<file path="src/rtl/acc_core_pkg.sv">
package acc_core_pkg;

  localparam int OP_W = 4;

  localparam logic [OP_W-1:0] OPC_NOP   = 4'h0;
  localparam logic [OP_W-1:0] OPC_LOAD  = 4'h1;
  localparam logic [OP_W-1:0] OPC_STORE = 4'h2;
  localparam logic [OP_W-1:0] OPC_ADD   = 4'h3;
  localparam logic [OP_W-1:0] OPC_SUB   = 4'h4;
  localparam logic [OP_W-1:0] OPC_DIV   = 4'h5;
  localparam logic [OP_W-1:0] OPC_JMP   = 4'h6;
  localparam logic [OP_W-1:0] OPC_HALT  = 4'hF;

  typedef enum logic [2:0] {
    S_FETCH,
    S_DECODE,
    S_INDIRECT,
    S_EXECUTE,
    S_WRITEBACK,
    S_HALTED
  } core_state_e;

  // opcode needs a memory operand (read or write)
  function automatic logic uses_operand(input logic [OP_W-1:0] op);
    return (op == OPC_LOAD) || (op == OPC_STORE) || (op == OPC_ADD) ||
           (op == OPC_SUB)  || (op == OPC_DIV);
  endfunction

  // opcode reads its operand and updates the accumulator
  function automatic logic reads_operand(input logic [OP_W-1:0] op);
    return (op == OPC_LOAD) || (op == OPC_ADD) || (op == OPC_SUB) ||
           (op == OPC_DIV);
  endfunction

endpackage

</file>
<file path="src/rtl/acc_core_alu.sv">
module acc_core_alu
  import acc_core_pkg::*;
#(
  parameter int DATA_W = 16
) (
  input  logic [OP_W-1:0]   op,
  input  logic [DATA_W-1:0] acc_in,
  input  logic [DATA_W-1:0] opnd,
  output logic [DATA_W-1:0] result,
  output logic              div_zero
);

  localparam int EXT_W = DATA_W + 1;

  // signed quotient truncated toward zero; one extra bit absorbs min / -1
  function automatic logic [DATA_W-1:0] sdiv_trunc(
    input logic [DATA_W-1:0] num,
    input logic [DATA_W-1:0] den
  );
    logic signed [EXT_W-1:0] n_ext;
    logic signed [EXT_W-1:0] d_ext;
    logic signed [EXT_W-1:0] quo;
    n_ext = {num[DATA_W-1], num};
    d_ext = {den[DATA_W-1], den};
    if (den == '0) quo = n_ext;
    else           quo = n_ext / d_ext;
    return quo[DATA_W-1:0];
  endfunction

  function automatic logic [DATA_W-1:0] wrap_add(
    input logic [DATA_W-1:0] a,
    input logic [DATA_W-1:0] b
  );
    return a + b;
  endfunction

  function automatic logic [DATA_W-1:0] wrap_sub(
    input logic [DATA_W-1:0] a,
    input logic [DATA_W-1:0] b
  );
    return a - b;
  endfunction

  assign div_zero = (op == OPC_DIV) && (opnd == '0);

  always_comb begin
    case (op)
      OPC_LOAD: result = opnd;
      OPC_ADD:  result = wrap_add(acc_in, opnd);
      OPC_SUB:  result = wrap_sub(acc_in, opnd);
      OPC_DIV:  result = div_zero ? acc_in : sdiv_trunc(acc_in, opnd);
      default:  result = acc_in;
    endcase
  end

endmodule

</file>
<file path="src/rtl/acc_core_ctrl.sv">
module acc_core_ctrl
  import acc_core_pkg::*;
#(
  parameter int DATA_W = 16,
  parameter int ADDR_W = 11
) (
  input  logic              clk,
  input  logic              rst_n,
  input  logic [DATA_W-1:0] rd_word,
  output core_state_e       state,
  output logic [OP_W-1:0]   ir_op,
  output logic              ir_ind,
  output logic [ADDR_W-1:0] ir_addr,
  output logic              pc_step,
  output logic              pc_jump,
  output logic [ADDR_W-1:0] jump_dest,
  output logic              acc_load,
  output logic              opnd_rd,
  output logic              opnd_wr
);

  localparam int IND_BIT = ADDR_W;
  localparam int OP_LO   = ADDR_W + 1;

  logic [OP_W-1:0]   dec_op;
  logic              dec_ind;
  logic [ADDR_W-1:0] dec_addr;
  core_state_e       state_nxt;

  assign dec_op   = rd_word[OP_LO +: OP_W];
  assign dec_ind  = rd_word[IND_BIT];
  assign dec_addr = rd_word[ADDR_W-1:0];

  always_comb begin
    state_nxt = state;
    case (state)
      S_FETCH:  state_nxt = S_DECODE;
      S_DECODE: begin
        if (dec_op == OPC_HALT)     state_nxt = S_HALTED;
        else if (uses_operand(dec_op))
          state_nxt = dec_ind ? S_INDIRECT : S_EXECUTE;
        else                        state_nxt = S_FETCH;
      end
      S_INDIRECT:  state_nxt = S_EXECUTE;
      S_EXECUTE:   state_nxt = reads_operand(ir_op) ? S_WRITEBACK : S_FETCH;
      S_WRITEBACK: state_nxt = S_FETCH;
      S_HALTED:    state_nxt = S_HALTED;
      default:     state_nxt = S_FETCH;
    endcase
  end

  always_ff @(posedge clk or negedge rst_n) begin
    if (!rst_n) begin
      state   <= S_FETCH;
      ir_op   <= OPC_NOP;
      ir_ind  <= 1'b0;
      ir_addr <= '0;
    end else begin
      state <= state_nxt;
      if (state == S_DECODE) begin
        ir_op   <= dec_op;
        ir_ind  <= dec_ind;
        ir_addr <= dec_addr;
      end
    end
  end

  assign pc_step   = (state == S_DECODE) && (dec_op != OPC_HALT) && (dec_op != OPC_JMP);
  assign pc_jump   = (state == S_DECODE) && (dec_op == OPC_JMP);
  assign jump_dest = dec_addr;
  assign acc_load  = (state == S_WRITEBACK);
  assign opnd_rd   = (state == S_EXECUTE) && reads_operand(ir_op);
  assign opnd_wr   = (state == S_EXECUTE) && (ir_op == OPC_STORE);

endmodule

</file>
<file path="src/rtl/acc_core_dp.sv">
module acc_core_dp
  import acc_core_pkg::*;
#(
  parameter int DATA_W = 16,
  parameter int ADDR_W = 11
) (
  input  logic              clk,
  input  logic              rst_n,
  input  logic              pc_step,
  input  logic              pc_jump,
  input  logic [ADDR_W-1:0] jump_dest,
  input  logic              acc_load,
  input  logic [OP_W-1:0]   ir_op,
  input  logic [DATA_W-1:0] rd_word,
  output logic [ADDR_W-1:0] pc_q,
  output logic [DATA_W-1:0] acc_q,
  output logic              err_q,
  output logic              div_zero
);

  logic [DATA_W-1:0] alu_y;

  acc_core_alu #(.DATA_W(DATA_W)) u_alu (
    .op       (ir_op),
    .acc_in   (acc_q),
    .opnd     (rd_word),
    .result   (alu_y),
    .div_zero (div_zero)
  );

  always_ff @(posedge clk or negedge rst_n) begin
    if (!rst_n) begin
      pc_q  <= '0;
      acc_q <= '0;
      err_q <= 1'b0;
    end else begin
      if (pc_jump)      pc_q <= jump_dest;
      else if (pc_step) pc_q <= pc_q + 1'b1;
      if (acc_load) begin
        acc_q <= alu_y;
        if (div_zero) err_q <= 1'b1;
      end
    end
  end

endmodule

</file>
<file path="src/rtl/acc_core.sv">
module acc_core
  import acc_core_pkg::*;
#(
  parameter int DATA_W = 16,
  parameter int ADDR_W = 11
) (
  input  logic              clk,
  input  logic              rst_n,
  output logic [ADDR_W-1:0] mem_addr,
  output logic              mem_rd,
  output logic              mem_we,
  output logic [DATA_W-1:0] mem_wdata,
  input  logic [DATA_W-1:0] mem_rdata,
  output logic [DATA_W-1:0] acc,
  output logic [ADDR_W-1:0] pc,
  output logic              done,
  output logic              div_err
);

  core_state_e       state;
  logic [OP_W-1:0]   ir_op;
  logic              ir_ind;
  logic [ADDR_W-1:0] ir_addr;
  logic              pc_step;
  logic              pc_jump;
  logic [ADDR_W-1:0] jump_dest;
  logic              acc_load;
  logic              opnd_rd;
  logic              opnd_wr;
  logic              div_zero;
  logic [ADDR_W-1:0] eff_addr;

  // named events for the checker
  logic ev_ind;
  logic ev_div_zero;

  acc_core_ctrl #(.DATA_W(DATA_W), .ADDR_W(ADDR_W)) u_ctrl (
    .clk       (clk),
    .rst_n     (rst_n),
    .rd_word   (mem_rdata),
    .state     (state),
    .ir_op     (ir_op),
    .ir_ind    (ir_ind),
    .ir_addr   (ir_addr),
    .pc_step   (pc_step),
    .pc_jump   (pc_jump),
    .jump_dest (jump_dest),
    .acc_load  (acc_load),
    .opnd_rd   (opnd_rd),
    .opnd_wr   (opnd_wr)
  );

  acc_core_dp #(.DATA_W(DATA_W), .ADDR_W(ADDR_W)) u_dp (
    .clk       (clk),
    .rst_n     (rst_n),
    .pc_step   (pc_step),
    .pc_jump   (pc_jump),
    .jump_dest (jump_dest),
    .acc_load  (acc_load),
    .ir_op     (ir_op),
    .rd_word   (mem_rdata),
    .pc_q      (pc),
    .acc_q     (acc),
    .err_q     (div_err),
    .div_zero  (div_zero)
  );

  // after a pointer read the returned word is the operand address
  assign eff_addr = ir_ind ? mem_rdata[ADDR_W-1:0] : ir_addr;

  always_comb begin
    case (state)
      S_INDIRECT: mem_addr = ir_addr;
      S_EXECUTE:  mem_addr = eff_addr;
      default:    mem_addr = pc;
    endcase
  end

  assign mem_rd      = (state == S_FETCH) || (state == S_INDIRECT) || opnd_rd;
  assign mem_we      = opnd_wr;
  assign mem_wdata   = acc;
  assign done        = (state == S_HALTED);
  assign ev_ind      = (state == S_INDIRECT);
  assign ev_div_zero = acc_load && div_zero;

endmodule

</file>
<file path="config.mk">
export PLATFORM = sky130hd
export DESIGN_NAME = acc_core
export DESIGN_NICKNAME = d
export VERILOG_FILES = /design/src/rtl/acc_core_pkg.sv /design/src/rtl/acc_core_alu.sv /design/src/rtl/acc_core_ctrl.sv /design/src/rtl/acc_core_dp.sv /design/src/rtl/acc_core.sv
export SDC_FILE = /design/constraint.sdc
export NUM_CORES = 1
export LEC_CHECK = 0
export ABC_AREA = 1
export CELL_PAD_IN_SITES_DETAIL_PLACEMENT = 0
export CELL_PAD_IN_SITES_GLOBAL_PLACEMENT = 1
export CORE_ASPECT_RATIO = 0.9
export CORE_MARGIN = 3
export CORE_UTILIZATION = 51
export CTS_CLUSTER_SIZE = 12
export DETAILED_ROUTE_END_ITERATION = 16
export DONT_BUFFER_PORTS = 1
export GPL_TIMING_DRIVEN = 0
export PLACE_DENSITY_LB_ADDON = 0.1
export SYNTH_ARGS = -nofsm -noshare
export SYNTH_HDL_FRONTEND = slang
export SYNTH_HIERARCHICAL = 1
export SYNTH_SLANG_ARGS = --single-unit
</file>
<file path="constraint.sdc">
create_clock -name clk -period 74.6 [get_ports clk]
set_input_delay 14.92 -clock clk [delete_from_list [all_inputs] [get_ports clk]]
set_output_delay 14.92 -clock clk [all_outputs]
set_load 0.1 [all_outputs]
</file>
==> metrics.yaml, run 1 <==
h-tree-depth: 2
min_period_over_period_pct: 68.3
die_y_um: 157
outcome: "finished clean"
cts_hold_buf: 0
start_util_pct: 52.7
vias: 13700
synth-edff-count: 0
ys_top_cells_by_area: "ha_1 (17%), nand2_1 (17%), dfrtp_1 (9.1%)"
cpMaxStageDelayCell: "nand2_1"
grt_pass1_wl_um: 65700
cpLargestDelayFamily: "simple AND/OR/NAND/NOR gates"
hold_viol: 0
die_w_um: 174
m1WireLength_um: 19300
yosys_warnings: 6
drt.antenna.violating_nets: 0
setup_viol: 0
tns_ps: 0
synth_seq_cells: 47
dieArea_mm2: 0.0274
clock-root-buffer: "clkbuf_16"
synthCells: 2117
dr.pass1.iters: 6
viasPerCell: 5.54
grt_max_degree: 48
fmax_ghz: 0.0196
place.gp.congestion: 0.921
top_layer: "met4"
overflow: 0
crit_path_frequent_cell: "nand2_1"
cts_made_buffers: 5
cts_tree: "done"
wl_met2_um: 17700
synth_nets: 2309
core.rowCount: 54
netlist.top_cell.by_area: "ha_1"
ys.flop_type: "dfrtp_1"
cp_slowest_stage_delay_ps: 780
crit_path_end_kind: "register"
drive_gt1_share_pct: 11.7
path_max_fanout: 19
clockBufferDepth: 2
syn2layout_area_growth_pct: 4.88
antenna_found_initial: 0
grt_use_total_pct: 29.2
io_pins: 76
min_path_type: "register to register"
fin_skew_ps: 4.20
nets: 2319
multiInputGateArea_mm2: 0.0103
grt_pass1_vias: 12500
layout_min_cycle_time_ps: 50960
cts_resized: 0
async_flop_share_pct: 100
route.detailed.drc: 0
worst-path-buf-inv: 42
ys_seq_area_share_pct: 9.07
clock_sinks: 47
drtIter0Drc: 1093
routed_wl_um: 40700
dp_hpwl_um: 32800
final-max-slew-violation-count: 0
critPathKind: "primary input to register"
avgRoutedWirePerCell_um: 16.5
syn_avg_cell_area_um2: 6.13
postCtsSetupRepairBufs: 0
placedInstanceArea_mm2: 0.0135
worstMarginPinSlew_ps: 1320
clk_pin_slew_ps: 70
cap_violations: 0
n_antenna_cell: 0
slew_headroom_pct: 11.9
finalInstanceArea_mm2: 0.0136
port_buffers: 0
required_ps: 74780
yosys.cell_types.count: 62
rsz0062_at_grt: "false"
met3_length_um: 3020
cp-start-kind: "primary input"
n_fill_cell: 2621
syn_area_mm2: 0.0130
core_area_mm2: 0.0246
hold_ws_ps: 500
seqCellArea_mm2: 0.00118
cp_data_arrival_time_ps: 51130
synth_top_area_share_pct: 16.7
clk_latency_ps: 290
## cell type report
class / count / share of cell area, %
Buffer: 69 / 3.45
Clock inverter: 1 / 0.0644
Clock buffer: 7 / 1.05
Multi-Input combinational cell: 1711 / 75.4
Inverter: 290 / 8.01
Sequential cell: 47 / 8.65
Timing Repair Buffer: 3 / 0.331
Tap cell: 336 / 3.09
## flip-flops by register name (all words and copies together), names as in the netlist
register and count:
u_ctrl/ir_ind 1, u_ctrl/state 3, u_dp/err_q 1, u_dp/acc_q 16, u_ctrl/ir_addr 11, u_dp/pc_q 11
u_ctrl/ir_op 4
## layer usage
layer / vias to the layer above / track usage (%)
li1: 6989 / -
met1: 6219 / 41.9
met2: 403 / 47.3
met3: 43 / 4.56
met4: 0 / 4.59
met5: - / 0
## per-stage QoR
stage          setup slack (ps)  cells  util, %
2_1_floorplan             30220   2117        -
3_3_place_gp              23050   2453     54.4
3_5_place_dp              23810   2456     54.7
4_1_cts                   23970   2464     55.3
5_1_grt                   19550   2464     55.3
6_report                  23640   2464     55.3
## worst min-delay path: stages, from the launching register on
cell	delay [ps]
dfrtp_1	360
nand2_1	60
nand2_1	50
## logic make-up (layout without fill, tap and decap cells)
group                      count (synthesis)  after routing  synth area share, %
and+or+nand+nor                         1041           1041                 36.2
AOI/OAI and AO/OA                        371            371                 17.2
buffers and inverters                    359            370                 12.0
adders and majority gates                174            174                 16.8
xor gates and xnor gates                 107            107                 7.23
DFF                                       47             47                 9.07
muxes                                     16             16                 1.39
other                                      2              2               0.0579
## Yosys cell counts, types with 12 or more instances
master / instances
o21ai_0: 107
nor2_2: 17
inv_2: 15
xor2_1: 73
a21oi_1: 109
nand4_1: 18
nand2_1: 574
xnor2_1: 34
clkbuf_1: 13
inv_1: 272
mux2_2: 16
or2_2: 25
o21ai_2: 23
buf_2: 12
nand3_2: 22
o21ai_1: 34
dfrtp_1: 47
nor3_1: 26
ha_1: 173
nor2_1: 140
buf_4: 36
nand2_2: 36
nand3_1: 142
o21bai_1: 17
## cells in the final DEF, fill, tap and decap left out, types with 34 or more instances in the layout
master   count
nand2_1    574
inv_1      272
ha_1       173
nand3_1    142
nor2_1     139
a21oi_1    109
o21ai_0    106
xor2_1      73
dfrtp_1     47
buf_4       36
nand2_2     36
xnor2_1     34
## worst paths after layout
check                               endpoint  cells past startpoint              start  slack, ps
max                           u_dp/acc_q[12]                    246       mem_rdata[0]      23640
min                        u_ctrl/ir_addr[6]                      2  u_ctrl/ir_addr[6]        500
max reg2reg                   u_dp/acc_q[12]                    246      u_dp/acc_q[0]      37890
min reg2reg                u_ctrl/ir_addr[6]                      2  u_ctrl/ir_addr[6]        500
max in group asynchronous         u_dp/err_q                      0              rst_n      60180
min in group asynchronous       u_dp/pc_q[2]                      0              rst_n      14320
Power of run 1 is not shown: default switching activity piles up to over one toggle a cycle in this logic, so the estimate is an artifact.
==> inputs of run 2 (changes only) <==
Settings changed: ABC_AREA 1 to 0, CORE_UTILIZATION 51 to 45.
Clock period 74.6 ns to 46.8 ns, I/O delays scaled along.
==> run 2 against run 1 <==
Cell count is 10% lower; non-clock buffer count is 37 higher; first-iteration DRC count is 23% higher; clock skew is 5.3 ps higher; sequential share of layout area is 0.54 points lower.
==> metrics.yaml, run 2 <==
fin_skew_ps: 9.46  # was 4.20 ps
fin_cells: 2207  # was 2464
clk_pin_slew_ps: 70  # about the same
yosys_warnings: 6  # unchanged
regMostFlops: "u_dp/acc_q"  # unchanged
clockBufferDepth: 2  # unchanged
layout_min_cycle_time_ps: 44600
outcome: "finished clean"  # unchanged
hold_viol: 0  # unchanged
critPathKind: "primary input to register"  # unchanged
slew_headroom_pct: 4.98  # was 11.9%
vias: 14100  # was 13700
yosys.cell_types.count: 104  # was 62
port_buffers: 0  # unchanged
top_regs: "u_dp/acc_q x16, u_ctrl/ir_addr x11, u_dp/pc_q x11"  # unchanged
syn_area_mm2: 0.0134  # was 0.0130 mm²
h-tree-depth: 2  # unchanged
grt_pass1_vias: 13100  # was 12500
io_pins: 76  # unchanged
yosysMostFrequentCell: "ha_1"  # was nand2_1
clock-root-buffer: "clkbuf_16"  # unchanged
crit_path_end_kind: "register"  # unchanged
syn_avg_cell_area_um2: 7.47  # was 6.13 µm²
largest_register_ffs: 16  # unchanged
dp_hpwl_um: 38200  # was 32800 µm
ys.flop_type: "dfrtp_1"  # unchanged
final-max-slew-violation-count: 0  # unchanged
overflow: 0  # unchanged
grt_pass1_wl_um: 74700  # was 65700 µm
syn2layout_area_growth_pct: 8.49  # was 4.88%
clk_latency_ps: 300  # was 290 ps
cp_slowest_stage_delay_ps: 970  # was 780 ps
cts_made_buffers: 5  # unchanged
drtIter0Drc: 1340  # was 1093
antenna_found_initial: 0  # unchanged
netlist.top_cell.by_area: "ha_1"  # unchanged
cp-start-kind: "primary input"  # unchanged
clock_sinks: 47  # unchanged
dr.pass1.iters: 5  # was 6
grt_max_degree: 48  # unchanged
core_area_mm2: 0.0291  # was 0.0246 mm²
place_inst: 2192  # was 2456
min_path_cells: 1  # was 2
mostFrequentLayoutCell: "ha_1"  # was nand2_1
routed_wl_um: 47700  # was 40700 µm
worstMarginPinSlew_ps: 1430  # was 1320 ps
viasPerCell: 6.38  # was 5.54
route.detailed.drc: 0  # unchanged
async_flop_share_pct: 100  # unchanged
avgRoutedWirePerCell_um: 21.6  # was 16.5 µm
die_w_um: 188  # was 174 µm
synth_seq_cells: 47  # unchanged
synth-edff-count: 0  # unchanged
die_y_um: 170  # was 157 µm
nets: 2002  # was 2319
crit_path_frequent_cell: "ha_1"  # was nand2_1
synth_commonest_cells: "ha_1 (173), nor2_1 (160), nand2_1 (136)"  # was nand2_1 (574), inv_1 (272), ha_1 (173)
path_max_fanout: 10  # was 19
synthCells: 1789  # was 2117
min_period_over_period_pct: 95.3
setup_viol: 0  # unchanged
cap_violations: 0  # unchanged
place.gp.congestion: 0.969  # was 0.921
n_fill_cell: 2959  # was 2621
cp_data_arrival_time_ps: 44790  # was 51130 ps
ys_top_cells_by_area: "ha_1 (16%), dfrtp_1 (8.8%), xnor2_1 (5.3%)"  # was ha_1 (17%), nand2_1 (17%), dfrtp_1 (9.1%)
synth_nets: 1981  # was 2309
start_util_pct: 46.0  # was 52.7%
fmax_ghz: 0.0224
min_path_type: "register to register"  # unchanged
core.rowCount: 59  # was 54
drive_gt1_share_pct: 13.6  # was 11.7%
final_cell_mix: "ha_1 (173), nor2_1 (157), nand2_1 (136)"  # was nand2_1 (574), inv_1 (272), ha_1 (173)
crit_start: "mem_rdata[1]"  # was mem_rdata[0]
r2r_cells: 142  # was 246
grt_use_total_pct: 29.0  # was 29.2%
required_ps: 46990  # was 74780 ps
ys_seq_area_share_pct: 8.80  # was 9.07%
synth_top_area_share_pct: 16.2  # was 16.7%
cts_tree: "done"  # unchanged
dieArea_mm2: 0.0318  # was 0.0274 mm²
reg2reg_from: "u_dp/acc_q[15]"  # was u_dp/acc_q[0]
cts_hold_buf: 0  # unchanged
n_antenna_cell: 0  # unchanged
min-delay-start: "u_ctrl/ir_addr[1]"  # was u_ctrl/ir_addr[6]
drt.antenna.violating_nets: 0  # unchanged
cpMaxStageDelayCell: "nor3_1"  # was nand2_1
-- run 2: metrics by stage --
stage / worst slack (ps) / utilization, % / area, µm² / TNS, ps / hold WS [ps]
final: 2200 / 49.9 / 14500 / 0 / 511
after global routing: -19.1 / 49.9 / 14500 / -19.1 / 539
after CTS: 74.5 / 49.3 / 14300 / 0 / 513
after detailed placement: -1720 / 48.6 / 14100 / -20300 / 496
after global placement: -3530 / 47.7 / 13900 / -49080 / 494
after floorplan: 7050 / - / 13400 / 0 / 480
-- run 2: final timing paths --
kind	to	slack [ps]
min	u_ctrl/ir_addr[1]	510
max in group asynchronous	u_dp/acc_q[9]	37960
max	u_dp/acc_q[12]	2200
min in group asynchronous	u_ctrl/ir_op[3]	8750
min reg2reg	u_ctrl/ir_addr[1]	510
max reg2reg	u_dp/acc_q[12]	9780
-- run 2: what timing repair did --
| item | CTS | global route |
|---|---|---|
| setup endpoints to repair | 16 | 16 |
| pin swaps | 0 | 1 |
| resized for setup | 9 | 48 |
| setup buffers | 0 | 7 |
-- run 2: final cells by class --
cell class	count	area, µm²	area share [%]
Sequential cell	47	1180	8.11
Inverter	63	245	1.69
Tap cell	396	495	3.42
Buffer	95	554	3.82
Clock inverter	2	13.8	0.0949
Multi-Input combinational cell	1584	11700	80.6
Timing Repair Buffer	14	195	1.35
Clock buffer	6	139	0.958
-- run 2: worst max-delay path, delay by kind of cell --
family                   cells  cell delay, ps
buffers and inverters       13            3530
multiplexers                 6            2160
AO/OA/AOI/OAI               64           15710
AND/OR/NAND/NOR             38            8680
adder cells (fa/ha/maj)     16            5060
XOR/XNOR                     1             220
-- run 2: cells by family (layout without fill, tap and decap cells) --
| group | count (synthesis) | count (layout) | synth area share, % |
|---|---|---|---|
| AND/OR/NAND/NOR | 619 | 619 | 24.2 |
| flip-flops | 47 | 47 | 8.80 |
| XOR/XNOR | 133 | 133 | 8.77 |
| buffers and inverters | 158 | 180 | 5.80 |
| multiplexers | 87 | 87 | 7.32 |
| adder cells (fa/ha/maj) | 174 | 174 | 16.3 |
| AO/OA/AOI/OAI | 569 | 569 | 28.7 |
| other | 2 | 2 | 0.0562 |
-- run 2: layer usage --
layer  track usage, %  part of all wire (%)  vias up  wire, µm
met4             6.49                   2.5        0      1190
met2             45.9                    43      480     20700
met3             2.77                   6.4       66      3040
li1                 -                     -     6780         -
met1             42.7                    48     6757     22800
met5                0                     0        -         0
Power of run 2 is left out for the same reason.
